**src/rtl/rail_select_ctrl.sv**
```systemverilog
module rail_select_ctrl #(
  parameter int AW = 16,
  parameter int DW = 32,
  parameter int CW = 16
) (
  input  logic          clk,
  input  logic          rst_n,
  input  logic          req_valid,
  input  logic          req_write,
  input  logic [AW-1:0] req_addr,
  input  logic [DW-1:0] req_wdata,
  input  logic          wr_rail_ready,
  output logic          wr_rail_en,
  output logic          rd_rail_en,
  output logic          req_accept,
  output logic          mem_rd_stb,
  output logic          mem_wr_stb,
  output logic [AW-1:0] mem_addr,
  output logic [DW-1:0] mem_wdata,
  output logic [CW-1:0] rail_switch_count,
  output logic [CW-1:0] write_wait_count
);

  logic wr_en_q, rd_en_q;
  logic [CW-1:0] sw_cnt_q, wait_cnt_q;

  wire want_wr = req_valid & req_write;
  wire want_rd = req_valid & ~req_write;
  wire flip    = (want_wr & ~wr_en_q) | (want_rd & wr_en_q);

  assign wr_rail_en        = wr_en_q;
  assign rd_rail_en        = rd_en_q;
  assign mem_rd_stb        = want_rd;
  assign mem_wr_stb        = want_wr & wr_en_q & wr_rail_ready;
  assign req_accept        = mem_rd_stb | mem_wr_stb;
  assign mem_addr          = req_addr;
  assign mem_wdata         = req_wdata;
  assign rail_switch_count = sw_cnt_q;
  assign write_wait_count  = wait_cnt_q;

  always_ff @(posedge clk or negedge rst_n) begin
    if (!rst_n) begin
      wr_en_q    <= 1'b0;
      rd_en_q    <= 1'b1;
      sw_cnt_q   <= '0;
      wait_cnt_q <= '0;
    end else begin
      if (flip) begin
        wr_en_q  <= rd_en_q;
        rd_en_q  <= wr_en_q;
        sw_cnt_q <= sw_cnt_q + 1'b1;
      end
      if (want_wr && !mem_wr_stb)
        wait_cnt_q <= wait_cnt_q + 1'b1;
    end
  end

  AST_ENABLES_EXCL: assert property (@(posedge clk) disable iff (!rst_n)
    wr_rail_en != rd_rail_en);
  AST_TO_WRITE_RAIL: assert property (@(posedge clk) disable iff (!rst_n)
    req_valid && req_write |=> wr_rail_en && !rd_rail_en);
  AST_TO_READ_RAIL: assert property (@(posedge clk) disable iff (!rst_n)
    req_valid && !req_write |=> rd_rail_en && !wr_rail_en);
  AST_IDLE_HOLD: assert property (@(posedge clk) disable iff (!rst_n)
    !req_valid |=> $stable(wr_rail_en));
  AST_WR_ON_RAIL: assert property (@(posedge clk) disable iff (!rst_n)
    mem_wr_stb |-> wr_rail_en && wr_rail_ready);
  AST_READ_NO_STALL: assert property (@(posedge clk) disable iff (!rst_n)
    req_valid && !req_write |-> req_accept);
  AST_ONE_STROBE: assert property (@(posedge clk) disable iff (!rst_n)
    !(mem_rd_stb && mem_wr_stb));
  AST_STALL_HOLD: assert property (@(posedge clk) disable iff (!rst_n)
    req_valid && req_write && !req_accept |=>
      req_valid && req_write && $stable(req_addr) && $stable(req_wdata));
  AST_SWITCH_COUNT: assert property (@(posedge clk) disable iff (!rst_n)
    $changed(wr_rail_en) |-> rail_switch_count == $past(rail_switch_count) + 1'b1);
  AST_WAIT_COUNT: assert property (@(posedge clk) disable iff (!rst_n)
    req_valid && req_write && !req_accept |=> write_wait_count != $past(write_wait_count));

endmodule

```
**config.mk**
```make
export PLATFORM = sky130hd
export DESIGN_NAME = rail_select_ctrl
export DESIGN_NICKNAME = d
export VERILOG_FILES = /design/src/rtl/rail_select_ctrl.sv
export SDC_FILE = /design/constraint.sdc
export NUM_CORES = 1
export LEC_CHECK = 0
export BUFFER_PORTS_ARGS = -buffer_cell sky130_fd_sc_hd__buf_2
export CAP_MARGIN = 20
export CORE_MARGIN = 1
export CORE_UTILIZATION = 41
export CTS_CLUSTER_SIZE = 14
export DETAILED_ROUTE_END_ITERATION = 10
export PLACE_DENSITY = 0.79
export SLEW_MARGIN = 20
export SYNTH_ARGS = -nofsm -noshare
export SYNTH_HDL_FRONTEND = slang
export SYNTH_SLANG_ARGS = --single-unit
```
**constraint.sdc**
```tcl
create_clock -name clk -period 2.2 [get_ports clk]
set_clock_uncertainty 0.15 [all_clocks]
set_input_delay 0.55 -clock clk [delete_from_list [all_inputs] [get_ports clk]]
set_output_delay 0.55 -clock clk [all_outputs]
set_load 0.05 [all_outputs]
```
==> qor.yml <==
status:
  status: "completed"
critical_path:
  cp.arrival_ps: 1380
  critPathBufInv: 1
  worst_setup_path_end_kind: "output pin"
  cp_top_family: "flip-flops"
  startpoint_type: "register"
  critPathMaxFanout: 8
  cp.required_ps: 1500
  critPathKind: "reg2out"
  cp_slowest_stage_delay_ps: 470
  crit_slowest_cell: "dfrtp_1"
  cp_cell_sequence: "nand2_1 > a21oi_2 > buf_2"
routing:
  totalWireLength_mm: 3.17
  drcViolationCount: 0
  drtPass1Iterations: 5
  drtAntennaViolNets: 0
  wirelength_met1_mm: 1.35
  highest_layer: "met4"
  wl_per_cell_um: 13.4
  via_per_inst: 5.04
  drt_iter0_markers: 46
  met3_length_um: 224
  wl_met2_mm: 1.53
  vias: 1194
synth:
  synth_ff_type: "dfrtp_1"
  yosysSeqAreaShare: 0.449
  synth_commonest_cells: "48 x buf_4, 33 x dfrtp_1, 22 x xnor2_1, 13 x nand2_1, 12 x nand4_1"
  syn_area_sq_um: 1900
  yosysWarnings: 0
  yosysTopAreaCellShare: 0.435
  synthCells: 183
  synthArstFlopShare: 1.00
  synthDistinctLibCells: 22
  synth_area_leader_cell: "dfrtp_1"
  syn_area_per_cell_sq_um: 10.4
  syn_nets: 238
  synth_edf_count: 0
  ys_ff_latch: 34
  synth_area_leaders: "dfrtp_1 43%, buf_4 19%, xnor2_1 10%"
  synthMostInstantiatedCell: "buf_4"
power:
  power_frac_comb: 0.330
  power_density_nw_per_um2: 1100
  p_leak_nw: 0.954
  p_sw_w: 0.000888
  ir_worst_vdd_v: 0.000516
  p_int_w: 0.00125
  seq_power_share: 0.408
  pwr-share-clk: 0.262
  p_sw_frac: 0.416
placed_design:
  hpwl_mm: 2.40
  io_buffers: 41
  post-place-ws_ps: 149
  gp_congestion: 0.817
finish:
  final.fill_count: 419
  seqCellArea_sq_um: 852
  multiInputGateArea_sq_um: 686
  diodes: 0
  layout-drive-gt1-share: 0.319
  nets: 239
  syn_to_final_growth_pct: 1.78
clocking:
  cts_resized: 0
  clk_latency_ps: 280
  cts_tree: "done"
  post_cts_buffers: 0
  cts_buffer_depth: 2
  cts-root-buf: "clkbuf_8"
  htreeDepth: 2
  cts.clk_slew.worst_paths_ps: 70
  holdBufCountCts: 0
  clkSinkCount: 34
  cts_buffers: 5
floorplanning:
  start_util: 0.430
  die_y_um: 70.1
  pin_count: 138
  core_area_sq_um: 4410
  rows: 24
  dieArea_sq_um: 4910
  die_w_um: 70.1
sta:
  finalCriticalPeriod_ps: 2080
  hold_viol_final: 0
  min_period_over_period: 0.944
  finalMaxSlewViolations: 0
  fin_setup_tns_ps: 0
  layout_setup_ws_ps: 124
  worst_pin_slew_ps: 732
  slew_headroom: 0.512
  rsz0062_at_grt: "false"
  setup_viol: 0
  max_freq_mhz: 482
grt:
  grt_start_max_net_pins: 35
  grt_usage: 0.134
  grt_overflow: 0
  grt_pass1_wl_mm: 5.18
  grt_pass1_vias: 1139
  antenna_found_initial: 0
job:
  maxCapViolations: 0
min_path:
  hp-class: "in2async"
[layout by cell type, fill, tap and decap left out]
cell type   netlist  final
buf_2             0     41
nand3_1           8      8
nor2_2            0      1
dfstp_2           1      1
clkinvlp_4        0      1
nor3b_2           2      2
and4_1            1      1
nor4_2            2      2
nor2_1            7      6
o21ai_0           4      4
dfrtp_1          33     33
mux2_2            2      2
and2_1            2      2
xnor2_1          22     22
and3_1            6      6
a21oi_2           0      1
nand2_1          13     13
and2_0            1      1
clkbuf_1          0      1
nand4_1          12     12
buf_4            48      1
or2_2             1      1
inv_1             2      2
clkbuf_8          0      5
ha_1              2      2
bufinv_16         0      1
xor2_1            9      9
nor4b_1           1      1
a21oi_1           4      3
[stage by stage]
step                hold WS (ps)  cell area [sq um]  cells  utilization  power [W]
CTS                          197               1930    237        0.438    0.00216
detailed placement           319               1820    229        0.413    0.00159
global placement             309               1820    229        0.413    0.00158
finish                       173               1930    237        0.438    0.00213
global route                 242               1930    237        0.438    0.00224
floorplan                    104               1910    183            -    0.00164
[state kept, by name (all words and copies together) (netlist names)]
signal,cells
rail_switch_count,16
rd_rail_en,1
wr_rail_en,1
write_wait_count,16
[power groups by stage]
| stage | clock network [W] | logic, W | registers [W] |
|---|---|---|---|
| detailed placement | 0 | 0.000708 | 0.000884 |
| global route | 0.000601 | 0.000745 | 0.000896 |
| floorplan | 0 | 0.000404 | 0.00123 |
| CTS | 0.000575 | 0.000711 | 0.000872 |
| global placement | 0 | 0.000698 | 0.000883 |
| finish | 0.000559 | 0.000704 | 0.000870 |
[kinds of logic (layout without fill, tap and decap cells)]
group | Yosys count | in the layout | share of synthesized area
AND/OR/NAND/NOR | 56 | 56 | 0.169
buffers and inverters | 50 | 52 | 0.194
flip-flops | 34 | 34 | 0.449
XOR/XNOR | 31 | 31 | 0.143
AO/OA/AOI/OAI | 8 | 8 | 0.0211
adder cells (fa/ha/maj) | 2 | 2 | 0.0132
multiplexers | 2 | 2 | 0.0119
[final cells by class]
class / count / area share
flip-flops and latches: 34 / 0.441
multi-input cells: 99 / 0.355
repair buffers: 42 / 0.110
clock buffers: 6 / 0.0375
well taps: 52 / 0.0337
clock inverters: 2 / 0.0194
inverters: 2 / 0.00388
[path summary, 6_finish.rpt]
| path | to | start | slack [ps] | depth (start not counted) |
|---|---|---|---|---|
| min in group clk | rail_switch_count[15] | rail_switch_count[15] | 330 | 1 |
| max in group asynchronous | write_wait_count[4] | rst_n | 1260 | 1 |
| min | rail_switch_count[5] | rst_n | 170 | 1 |
| max | req_accept | wr_rail_en | 120 | 3 |
| max reg2reg | write_wait_count[12] | wr_rail_en | 400 | 4 |
| min reg2reg | rail_switch_count[15] | rail_switch_count[15] | 330 | 1 |
[routing by layer]
metal,up-vias,GRT usage
met4,0,0.0733
met3,8,0.0519
met5,-,0
met2,39,0.205
li1,569,-
met1,578,0.161
Note: power is estimated with default switching activity, not from simulation.
